==> config.mk <==
export PLATFORM = sky130hd
export DESIGN_NAME = rst_boot_seq
export DESIGN_NICKNAME = d
export VERILOG_FILES = /design/src/rtl/rbs_pkg.sv /design/src/rtl/rbs_sync.sv /design/src/rtl/rbs_width_filter.sv /design/src/rtl/rst_boot_seq.sv
export SDC_FILE = /design/constraint.sdc
export NUM_CORES = 1
export LEC_CHECK = 0
export ABC_AREA = 1
export ABC_CLOCK_PERIOD_IN_PS = 1600
export BUFFER_PORTS_ARGS = -buffer_cell sky130_fd_sc_hd__buf_2
export CORE_UTILIZATION = 30
export DETAILED_ROUTE_END_ITERATION = 12
export SLEW_MARGIN = 25
export SYNTH_ARGS = -nofsm -noshare
export SYNTH_HDL_FRONTEND = slang
export SYNTH_SLANG_ARGS = --single-unit
==> constraint.sdc <==
create_clock -name clk -period 1.6 [get_ports clk]
set_clock_uncertainty 0.2 [all_clocks]
set_input_delay 0.16 -clock clk [delete_from_list [all_inputs] [get_ports clk]]
set_output_delay 0.16 -clock clk [all_outputs]
set_load 0.05 [all_outputs]
==> src/rtl/rbs_pkg.sv <==
package rbs_pkg;
    typedef enum logic [1:0] {
        SQ_RESET   = 2'd0,
        SQ_BUSWAIT = 2'd1,
        SQ_BOOT    = 2'd2,
        SQ_RUN     = 2'd3
    } seq_state_e;
endpackage

==> src/rtl/rbs_sync.sv <==
module rbs_sync #(
    parameter int STAGES = 2
) (
    input  logic clk,
    input  logic por_n_i,
    input  logic pin_n_i,
    output logic rst_act_o
);
    logic [STAGES-1:0] sync_d, sync_q;

    always_comb begin
        sync_d = {sync_q[STAGES-2:0], pin_n_i};
    end

    always_ff @(posedge clk or negedge por_n_i) begin
        if (!por_n_i) sync_q <= '0;
        else          sync_q <= sync_d;
    end

    assign rst_act_o = ~sync_q[STAGES-1];
endmodule

==> src/rtl/rbs_width_filter.sv <==
module rbs_width_filter #(
    parameter int MIN_PULSE = 8
) (
    input  logic clk,
    input  logic por_n_i,
    input  logic arm_i,
    input  logic rst_act_i,
    output logic hit_o
);
    localparam int CW = $clog2(MIN_PULSE + 1);

    typedef struct packed {
        logic [CW-1:0] cnt;
    } flt_t;

    flt_t cur_q, nxt_d;

    always_comb begin
        nxt_d = cur_q;
        hit_o = arm_i && rst_act_i && (cur_q.cnt == CW'(MIN_PULSE - 1));
        if (!arm_i || !rst_act_i || hit_o) nxt_d.cnt = '0;
        else                               nxt_d.cnt = cur_q.cnt + CW'(1);
    end

    always_ff @(posedge clk or negedge por_n_i) begin
        if (!por_n_i) cur_q <= '0;
        else          cur_q <= nxt_d;
    end

    // a hit is only ever preceded by an asserted reset level
    p_hit_needs_level_r5: assert property (@(posedge clk) disable iff (!por_n_i)
        hit_o |-> (rst_act_i && $past(rst_act_i) || MIN_PULSE < 2))
        else $error("p_hit_needs_level_r5");
endmodule

==> src/rtl/rst_boot_seq.sv <==
module rst_boot_seq #(
    parameter int          LOCK_CYCLES  = 2000,
    parameter int          MIN_PULSE    = 8,
    parameter int          ADDR_W       = 14,
    parameter logic [13:0] RESET_VECTOR = 14'h0000
) (
    input  logic              clk,
    input  logic              por_n_i,
    input  logic              rst_pin_n_i,
    input  logic              mode_strap_i,
    input  logic              bus_req_i,
    input  logic              boot_done_i,
    output logic              core_hold_o,
    output logic              stack_clr_o,
    output logic              irq_mask_o,
    output logic              status_clr_o,
    output logic              boot_start_o,
    output logic              fetch_go_o,
    output logic [ADDR_W-1:0] fetch_addr_o
);
    import rbs_pkg::*;

    localparam int LW = $clog2(LOCK_CYCLES + 1);

    typedef struct packed {
        seq_state_e    state;
        logic          cold;
        logic [LW-1:0] lock_cnt;
        logic          boot_go;
        logic          fetch_go;
    } seq_t;

    seq_t cur_q, nxt_d;
    logic rst_act;
    logic warm_hit;
    logic decide;

    rbs_sync #(.STAGES(2)) u_sync (
        .clk       (clk),
        .por_n_i   (por_n_i),
        .pin_n_i   (rst_pin_n_i),
        .rst_act_o (rst_act)
    );

    rbs_width_filter #(.MIN_PULSE(MIN_PULSE)) u_filter (
        .clk       (clk),
        .por_n_i   (por_n_i),
        .arm_i     (cur_q.state != SQ_RESET),
        .rst_act_i (rst_act),
        .hit_o     (warm_hit)
    );

    always_comb begin
        nxt_d          = cur_q;
        nxt_d.boot_go  = 1'b0;
        nxt_d.fetch_go = 1'b0;
        decide         = 1'b0;
        unique case (cur_q.state)
            SQ_RESET: begin
                if (cur_q.cold && cur_q.lock_cnt != '0)
                    nxt_d.lock_cnt = cur_q.lock_cnt - LW'(1);
                if (!rst_act && (!cur_q.cold || cur_q.lock_cnt == '0)) begin
                    nxt_d.cold = 1'b0;
                    decide     = 1'b1;
                end
            end
            SQ_BUSWAIT: decide = 1'b1;
            SQ_BOOT: begin
                if (boot_done_i) begin
                    nxt_d.state    = SQ_RUN;
                    nxt_d.fetch_go = 1'b1;
                end
            end
            default: ;
        endcase
        if (decide) begin
            if (bus_req_i) begin
                nxt_d.state = SQ_BUSWAIT;
            end else if (!mode_strap_i) begin
                nxt_d.state   = SQ_BOOT;
                nxt_d.boot_go = 1'b1;
            end else begin
                nxt_d.state    = SQ_RUN;
                nxt_d.fetch_go = 1'b1;
            end
        end
        if (warm_hit) begin
            nxt_d.state    = SQ_RESET;
            nxt_d.boot_go  = 1'b0;
            nxt_d.fetch_go = 1'b0;
        end
    end

    always_ff @(posedge clk or negedge por_n_i) begin
        if (!por_n_i) begin
            cur_q.state    <= SQ_RESET;
            cur_q.cold     <= 1'b1;
            cur_q.lock_cnt <= LW'(LOCK_CYCLES);
            cur_q.boot_go  <= 1'b0;
            cur_q.fetch_go <= 1'b0;
        end else begin
            cur_q <= nxt_d;
        end
    end

    assign core_hold_o  = (cur_q.state != SQ_RUN);
    assign irq_mask_o   = (cur_q.state != SQ_RUN);
    assign stack_clr_o  = (cur_q.state == SQ_RESET);
    assign status_clr_o = (cur_q.state == SQ_RESET);
    assign boot_start_o = cur_q.boot_go;
    assign fetch_go_o   = cur_q.fetch_go;
    assign fetch_addr_o = ADDR_W'(RESET_VECTOR);

    // core held while the cold lock count has not run out
    p_cold_lock_r2: assert property (@(posedge clk) disable iff (!por_n_i)
        (cur_q.cold && cur_q.lock_cnt != '0) |-> core_hold_o)
        else $error("p_cold_lock_r2");

    // boot start lasts one cycle
    p_boot_one_shot_r6: assert property (@(posedge clk) disable iff (!por_n_i)
        boot_start_o |=> !boot_start_o)
        else $error("p_boot_one_shot_r6");

    // a boot start is caused only by strap 0 with no bus request
    p_boot_cause_r7: assert property (@(posedge clk) disable iff (!por_n_i)
        boot_start_o |-> ($past(!mode_strap_i) && $past(!bus_req_i)))
        else $error("p_boot_cause_r7");

    // a pending request in the wait state holds the core
    p_bus_wait_r8: assert property (@(posedge clk) disable iff (!por_n_i)
        (cur_q.state == SQ_BUSWAIT && bus_req_i && !warm_hit) |=> (core_hold_o && !fetch_go_o && !boot_start_o))
        else $error("p_bus_wait_r8");

    // first fetch strobe comes with release from hold, once
    p_fetch_release_r9: assert property (@(posedge clk) disable iff (!por_n_i)
        fetch_go_o |-> (!core_hold_o && $past(core_hold_o)))
        else $error("p_fetch_release_r9");
endmodule

==> metrics.md <==
| Metric | Value |
|---|---|
| Status | `finished, violations left` |
| Failing checks | `setup timing` |
| Clock Sinks | `22` |
| Total number of vias | `955` |
| Die H | `66.71 µm` |
| Largest family of logic cells by synthesized area | `simple AND/OR/NAND/NOR gates` |
| Min cycle time layout | `1.788 ns` |
| Number of DRC markers in iteration 0 | `10` |
| Critical path class | `reg2reg` |
| DR vias/cell | `4.116` |
| Post-Place Cell Area | `1454 µm²` |
| Die width | `66.71 µm` |
| Routed Antenna Nets | `0` |
| Max-slew violation count | `0` |
| XOR/XNOR Fraction of Synth Area | `7.669%` |
| Flip-flop and latch area | `559.3 µm²` |
| Final Util | `43.73%` |
| MaxCap Viol Count | `0` |
| Gr ovfl total | `0` |
| Final period utilization | `111.8%` |
| Number of antenna violations at the first check in global routing | `0` |
| Sequential share of the synthesized area | `44.52%` |
| Row count | `23` |
| Top fanout value on the critical path | `4` |
| CTS tree | `done` |
| Worst Path Arrival | `1.74 ns` |
| Dpl cells | `219` |
| Power per cell area | `1070 nW/µm²` |
| Die area | `4450 µm²` |
| First-pass DRT Iterations | `3` |
| Worst-path clk slew | `0.09 ns` |
| Largest net degree at the start of global routing | `23` |
| Worst min path class | `in2reg` |
| Netlist cell types | `25` |
| EDFF count, synth | `0` |
| Core Region | `4000 µm²` |
| Leak pwr | `0.8998 nW` |
| Diodes inserted | `0` |
| First-pass GRT wire length | `3691 µm` |
| Synthesized-area fraction occupied by adder cells | `2.988%` |
| Root Buffer | `clkbuf_8` |
| Yosys top cell by area | `dfrtp_1` |
| Synth Flop Type | `dfrtp_1` |
| CP required | `1.56 ns` |
| Reg2Reg Capture Point | `cur_q[2]$_DFFE_PN0P_` |
| DR DRC count | `0` |
| Worst skew pair latency | `0.27 ns` |
| R2R Path Start | `cur_q[3]$_DFFE_PN0P_` |
| Multiplexer share of the synthesized area | `0.7968%` |
| Final setup margin | `-0.1883 ns` |
| RSZ-0062 raised after global routing | `yes` |
| CP startpoint kind | `flop` |
| R2R cell count | `10` |
| Worst vdd ir | `0.9627 mV` |
| Port buffer count | `11` |
| Setup TNS | `-1.407 ns` |
| Vias in the first global route | `865` |
| Crit path launch | `cur_q[3]$_DFFE_PN0P_` |
| Hold_ws | `0.03667 ns` |
| Final HPWL DP | `1573 µm` |
| Syn-to-layout area delta | `39.24%` |
| All-Layer GR Usage | `11.01%` |
| Syn avg cell area | `8.847 µm²` |
| Fillers | `366` |
| Worst setup EP type | `flop` |
| I/O Pins | `26` |
| Clock buffer depth | `2` |
| Count of final setup violators | `12` |
| Final instance area | `1749 µm²` |
| Top cells by area, synth | `dfrtp_1, dfstp_2, buf_4` |
| Share of cells above drive strength 1 | `43.96%` |
| Routed WL per cell | `9.707 µm` |
| Register bit total from synthesis | `22` |
| Cells after Synth | `142` |
| Synth top area share | `29.88%` |
| Top-count cell post-synth | `nand2_1` |
| H-tree levels | `1` |
| Nets | `192` |
| Synth Warn # | `0` |
| Cell Count, Final, Fillers Out | `232` |
| Synthesized cell area | `1256 µm²` |
| Post-synth top cells | `nand2_1, nor2_1, buf_4` |
| Post-synthesis async set-or-reset flop share | `100.0%` |
| Compound-cell area share of the yosys netlist | `4.781%` |
| Final hold violations | `0` |
| GP Congestion | `0.7598` |
| Total wire length | `2252 µm` |
| CTS Buf Count | `3` |
| Simple-Gate Fraction of Synth Area | `23.71%` |
| Footprint of the multi-input gates | `675.6 µm²` |
| Starting Density | `31.40%` |
| Capture point of the worst path | `cur_q[2]$_DFFE_PN0P_` |
| R2R Setup Slk | `-0.19 ns` |
| Max Fclk | `559.2 MHz` |
[cells by family (layout without fill, tap and decap cells)]
logic type,count (synthesis),count (layout)
other cells,1,14
compound gates,9,9
flops,22,22
mux,1,1
fa+ha+maj,3,3
xor+xnor,11,11
simple gates,62,62
buf+inv,33,60
[critical path, cell delays in order, from the launching register on]
cell and delay (ns):
dfrtp_1 0.39, inv_2 0.09, ha_4 0.13, inv_2 0.03, nor2_2 0.10, nand3_2 0.08, o21bai_4 0.19, nor2_4 0.08
buf_12 0.13, buf_12 0.13, xor2_1 0.14
[routing by layer]
metal / share of wire, % / vias to the layer above / global-route usage, %
met2: 46 / 18 / 17.17
met3: 2.9 / 5 / 2.055
li1: - / 490 / -
met5: 0 / - / 0
met1: 49 / 442 / 14.69
met4: 1.6 / 0 / 4.787
[where the power goes]
part           internal [mW]  leakage (nW)  switching [mW]  total [mW]
Combinational          0.202         0.597           0.489       0.691
Sequential             0.613         0.267          0.0408       0.654
Clock                  0.335        0.0357           0.193       0.527
[cells in the final DEF (no fill, tap or decap), drive strengths merged]
master	n
dfrtp	15
bufinv	1
a21oi	1
dfstp	7
dlygate4sd3	4
buf	34
conb	14
nand4	1
clkbuf	5
nor3	2
a31oi	1
xnor2	5
inv	16
nand3	12
ha	3
o21bai	1
mux2i	1
xor2	6
o21ai	6
nor2	22
nand2	25
[state kept, by name, summed over array words and instances (netlist names)]
register,flops
cur_q,14
u_filter.cur_q,4
u_sync.sync_q,2
boot_start_o,1
fetch_go_o,1
[how the worst min path moves through the flow]
stage / startpoint / to / slack, ns / depth (start not counted)
floorplan: por_n_i / boot_start_o$_DFF_PN0_ / -0.34 / 0
detailed placement: por_n_i / cur_q[5]$_DFFE_PN0P_ / -0.04 / 1
CTS: boot_done_i / fetch_go_o$_DFF_PN0_ / 0.04 / 5
global placement: por_n_i / cur_q[5]$_DFFE_PN0P_ / -0.05 / 1
finish: boot_done_i / fetch_go_o$_DFF_PN0_ / 0.04 / 5
global route: boot_done_i / fetch_go_o$_DFF_PN0_ / 0.06 / 5
[what timing repair did]
action / 4_1_cts / 5_1_grt
pin swaps: 4 / 6
resized for setup: 10 / 23
hold buffers: 4 / 0
hold endpoints to repair: 19 / 0
setup endpoints to repair: 15 / 18
buffers inserted: 3 / 2
[final cells by class]
type / instances / share of cell area, %
clock buffer: 3 / 2.361
clock inverter: 1 / 1.717
inverter: 16 / 3.433
multi-input combinational: 100 / 38.63
sequential: 22 / 31.97
tap: 50 / 3.577
timing repair buffer: 40 / 18.31
[through the flow]
step                      power [mW]  setup WS [ns]
final                          1.872        -0.1883
after global routing           1.961        -0.2728
after CTS                      1.880        -0.1043
after detailed placement       1.305        -0.3687
after global placement         1.302        -0.2639
after floorplan                1.196       -0.06849
No activity file was read; power rests on OpenSTA's default activity.
